[src/rtl/word_addr_ctr.sv]
module word_addr_ctr #(
  parameter int ADDR_W = 13,
  parameter int PAGE_W = 5,
  parameter int LOAD_W = 16
) (
  input  logic              clk,
  input  logic              rst_n,
  input  logic              load,
  input  logic [LOAD_W-1:0] load_addr,
  input  logic              step,
  input  logic              rd_mode,
  output logic [ADDR_W-1:0] addr
);

  localparam int ROW_W = ADDR_W - PAGE_W;

  logic [ADDR_W-1:0] cnt_q;
  logic [ADDR_W-1:0] cnt_d;
  logic [ADDR_W-1:0] rd_next;
  logic [ADDR_W-1:0] wr_next;
  logic [PAGE_W-1:0] off_next;

  assign off_next = cnt_q[PAGE_W-1:0] + 1'b1;
  assign wr_next  = {cnt_q[ADDR_W-1:PAGE_W], off_next};
  assign rd_next  = cnt_q + 1'b1;

  always_comb begin
    cnt_d = cnt_q;
    if (load)      cnt_d = load_addr[ADDR_W-1:0];
    else if (step) cnt_d = rd_mode ? rd_next : wr_next;
  end

  always_ff @(posedge clk or negedge rst_n) begin
    if (!rst_n) cnt_q <= '0;
    else        cnt_q <= cnt_d;
  end

  assign addr = cnt_q;

  p_reset_zero_r1: assert property (@(posedge clk) !rst_n |=> (addr == '0 || !rst_n));

  p_load_value_r2: assert property (@(posedge clk) disable iff (!rst_n)
    load |=> addr == $past(load_addr[ADDR_W-1:0]));

  p_load_beats_step_r3: assert property (@(posedge clk) disable iff (!rst_n)
    (load && step) |=> addr == $past(load_addr[ADDR_W-1:0]));

  p_page_kept_r4: assert property (@(posedge clk) disable iff (!rst_n)
    (!load && step && !rd_mode) |=> addr[ADDR_W-1:PAGE_W] == $past(addr[ADDR_W-1:PAGE_W]));

  p_page_wrap_r5: assert property (@(posedge clk) disable iff (!rst_n)
    (!load && step && !rd_mode && (&addr[PAGE_W-1:0])) |=> addr[PAGE_W-1:0] == '0);

  p_full_count_r6: assert property (@(posedge clk) disable iff (!rst_n)
    (!load && step && rd_mode && !(&addr)) |=> addr == $past(addr) + 1'b1);

  p_top_wrap_r7: assert property (@(posedge clk) disable iff (!rst_n)
    (!load && step && rd_mode && (&addr)) |=> addr == '0);

  p_hold_r8: assert property (@(posedge clk) disable iff (!rst_n)
    (!load && !step) |=> $stable(addr));

  initial begin
    assert (ROW_W > 0);
  end

endmodule

[config.mk]
export PLATFORM = sky130hd
export DESIGN_NAME = word_addr_ctr
export DESIGN_NICKNAME = d
export VERILOG_FILES = /design/src/rtl/word_addr_ctr.sv
export SDC_FILE = /design/constraint.sdc
export NUM_CORES = 1
export LEC_CHECK = 0
export BUFFER_PORTS_ARGS = -buffer_cell sky130_fd_sc_hd__buf_2
export CAP_MARGIN = 5
export CORE_ASPECT_RATIO = 1.5
export CORE_MARGIN = 8
export CORE_UTILIZATION = 25
export CTS_BUF_LIST = sky130_fd_sc_hd__clkbuf_8
export DETAILED_ROUTE_END_ITERATION = 8
export GPL_ROUTABILITY_DRIVEN = 0
export PLACE_DENSITY = 0.49
export SLEW_MARGIN = 10
export SYNTH_ARGS = -nofsm -noshare
export SYNTH_HDL_FRONTEND = slang
export SYNTH_SLANG_ARGS = --single-unit
export TNS_END_PERCENT = 30
[constraint.sdc]
create_clock -name clk -period 1.5 [get_ports clk]
set_input_delay 0.075 -clock clk [delete_from_list [all_inputs] [get_ports clk]]
set_output_delay 0.075 -clock clk [all_outputs]
set_load 0.01 [all_outputs]
Word-level counts from Yosys, hierarchy flattened:

Cells that the tools add are included.

* register bits after elaboration: 13

* mux-type cells: 3
* add/sub/neg operators: 2
* reductions and logical operators: 3

Operator list (number)
* 13-bit two-way mux: 3
* 13-bit by 1-bit adder with 13-bit output, second input constant: 1
* 5-bit by 1-bit adder with 5-bit output, second input constant: 1
* 2-bit nonzero test: 2
* 2-bit AND reduction: 1

Longest topological paths before layout:

* depth in word-level cells: 4
* depth in mapped cells: 5
* mapped depth without buffers: 5

Worst setup path before layout:

OpenSTA, ideal clock, no wires.

* kind: register -> register
* from: reg cnt_q[0], in the netlist addr[0]
* to: reg cnt_q[8], in the netlist addr[8]
* period minus slack after synthesis: 1502 ps
* buffers on the path: 0
* slack: -2 ps
* arrival time: 1378 ps
* cell stages (with the launch flop): 6
* cells stage by stage: dfrtp_1 -> ha_1 -> nand4_2 -> nor3_1 -> xor2_1 -> mux2_2

* longest elaborated chain between the ends: 4

Ends and longest elaborated chain
* start, declared: RTL line 17 `logic [ADDR_W-1:0] cnt_q;`
* start signal, assigned: RTL line 35 `else cnt_q <= cnt_d;`
* 13-bit by 1-bit adder with 13-bit output: RTL line 25 `assign rd_next = cnt_q + 1'b1;`
* 13-bit two-way mux (2 in series): RTL line 30 `else if (step) cnt_d = rd_mode ? rd_next : wr_next;`
* 13-bit two-way mux: RTL line 29 `if (load) cnt_d = load_addr[ADDR_W-1:0];`

No other way between the ends. The select of a mux whose other input is x is not followed.
A chain may end at the register's enable or synchronous reset.

Worst setup path in the final report:

* from: reg cnt_q[0], in the netlist addr[0]
* to: reg cnt_q[12], in the netlist addr[12]

The elaborated chain is that of the path after synthesis.

==> results.cfg <==
[clock_network]
cts.clk_slew.worst_paths_ns = 0.06
ctsLongestPathBuffers = 2
cts_setup_buffers = 0
h-tree-depth = 1
clock_latency_ns = 0.24
cts_tree = built
cts.sinks = 13
cts-buffers-inserted = 3
clockRootBuffer = clkbuf_8

[worst_hold_path]
hold_path.class = input pin to register

[pwr]
leakage_nw = 0.465
finalPower_mw = 0.954
peakVddDrop_mv = 0.624
power.density_nw_per_um2 = 916

[timing]
tns_ns = 0
min_period_ns = 1.40
finalCritPeriodShare = 0.937
final_hold_viol_count = 0
holdWs_ns = 0.0418
fin_ws_ns = 0.0952
finalSetupViolCount = 0
fin_worst_skew_ns = 0.00130
fmax_mhz = 712
tightestPinTransition_ns = 0.314
rsz0062_at_grt = no
slew_headroom = 0.790
drv_slew = 0

[drt]
via_count = 681
drc = 0
ant_nets = 0
drt_iter0_drc = 8
top_layer_used = met4
wl_met3_um = 80
avgRoutedWirePerCell_um = 12.9
met1_length_um = 844
wirelength_um = 1990
dr.pass1.iters = 4
wl_met2_um = 1020
vias_per_cell = 4.42

[finish]
fin_nets = 138
mostFrequentLayoutCell = buf_2
layout_common_cells = buf_2, nand2_1, dfrtp_1
area_delta_synth_final_pct = 38.6
largest_register_ffs = 13
antenna_cells = 0
drive_gt1_frac = 0.435

[placement]
place_ws_ns = 0.0614
dp_hpwl_um = 1610
port_buffers = 30

[global_route]
grt_pass1_vias = 723
antenna_found_initial = 0
overflow = 0
grt_first_pass_wirelength_um = 3260
grtUsageTotal = 0.0838
grt_max_degree = 15

[setup_path]
path_class = register to register
critPathArrivalTime_ns = 1.53
r2r_slack_ns = 0.1
critPathRequiredTime_ns = 1.62
worstSetupStartpointType = register
critPathCaptureType = register
slowest_delay_ns = 0.35
path_max_fanout = 4
slowest_stage = dfrtp_2
worstPathCellList = ha_1 > nand4_2 > nor4_2 > xnor2_1 > o21ai_1

[floorplanning]
rows = 24
floorplan.die_area_um2 = 5060
pin_count = 34
core_area_um2 = 2880
start_util = 0.261
die_h_um = 83.2
die_w_um = 60.8

[yosys]
synth_area_um2 = 752
yosysWarnings = 0
avgSynthCellArea_um2 = 9.77
synth.ff_latch_count = 13
ys_seq_area_frac = 0.433
synthCells = 77
synth_fp_nets = 99
synth_cell_types = 20

[run]
maxCapViolCount = 0

[status]
status = completed
==> synth_stat cells <==
| master | instances | area, µm² |
|---|---|---|
| and4_1 | 1 | 8.76 |
| nand3_1 | 1 | 5.00 |
| xnor2_1 | 8 | 70.1 |
| o21ai_0 | 3 | 15.0 |
| dfrtp_1 | 13 | 325 |
| inv_1 | 4 | 15.0 |
| o21ai_1 | 9 | 45.0 |
| mux2i_1 | 1 | 10.0 |
| ha_1 | 1 | 12.5 |
| nand3_2 | 1 | 10.0 |
| clkbuf_1 | 2 | 7.51 |
| nor3_1 | 1 | 5.00 |
| buf_4 | 1 | 7.51 |
| xor2_1 | 4 | 35.0 |
| nor2_1 | 1 | 3.75 |
| nand2_1 | 14 | 52.6 |
| nor4_2 | 5 | 62.6 |
| nand4_1 | 4 | 25.0 |
| nand4_2 | 2 | 25.0 |
| mux2_2 | 1 | 11.3 |
==> metal layers <==
layer  GRT usage  vias to the layer above
met4      0.0448                        0
met3      0.0185                        2
met2       0.142                       15
met1      0.0903                      320
met5           0                        -
li1            -                      344
==> area by class of cell <==
cell class | instances | area [µm²]
flip-flops and latches | 13 | 327
clock buffers | 3 | 41.3
repair buffers | 37 | 205
inverters | 4 | 15.0
well taps | 39 | 48.8
multi-input cells | 57 | 402
clock inverters | 1 | 3.75
fillers | 321 | 1840
==> worst paths after layout <==
check                                   from  endpoint  cells past startpoint
worst max register to register       addr[0]  addr[12]                      5
min in group asynchronous              rst_n   addr[6]                      2
worst min register to register      addr[12]  addr[12]                      2
worst min-delay path            load_addr[1]   addr[1]                      3
max in group asynchronous              rst_n   addr[0]                      2
worst max-delay path                 addr[0]  addr[12]                      5
==> kinds of logic after synthesis <==
| family | synth area share |
|---|---|
| buf+inv | 0.0399 |
| simple gates | 0.263 |
| fa+ha+maj | 0.0166 |
| xor+xnor | 0.140 |
| mux | 0.0283 |
| compound gates | 0.0799 |
| flops | 0.433 |
==> timing repair <==
action,4_1_cts,5_1_grt
hold buffers,1,0
endpoints found under the hold margin,13,0
setup endpoints to repair,0,1
gates resized for setup,0,1
==> per-stage QoR <==
stage | util | std cells | instance area (µm²)
after floorplan | - | 77 | 753
after global placement | 0.341 | 149 | 982
after detailed placement | 0.341 | 149 | 982
after CTS | 0.360 | 154 | 1040
after global routing | 0.362 | 154 | 1040
final | 0.362 | 154 | 1040
==> critical path: cells and delay by family (launching register included) <==
family | cells | cell delay (ns)
DFF | 1 | 0.35
xor gates and xnor gates | 1 | 0.15
AOI/OAI and AO/OA | 1 | 0.07
adders and majority gates | 1 | 0.20
and+or+nand+nor | 2 | 0.52
==> power breakdown <==
group,total [mW],internal [mW],switching (mW)
Sequential,0.427,0.387,0.0392
Combinational,0.226,0.108,0.118
Clock,0.302,0.180,0.122
Total,0.954,0.676,0.279
No activity file was read; power rests on OpenSTA's default activity.
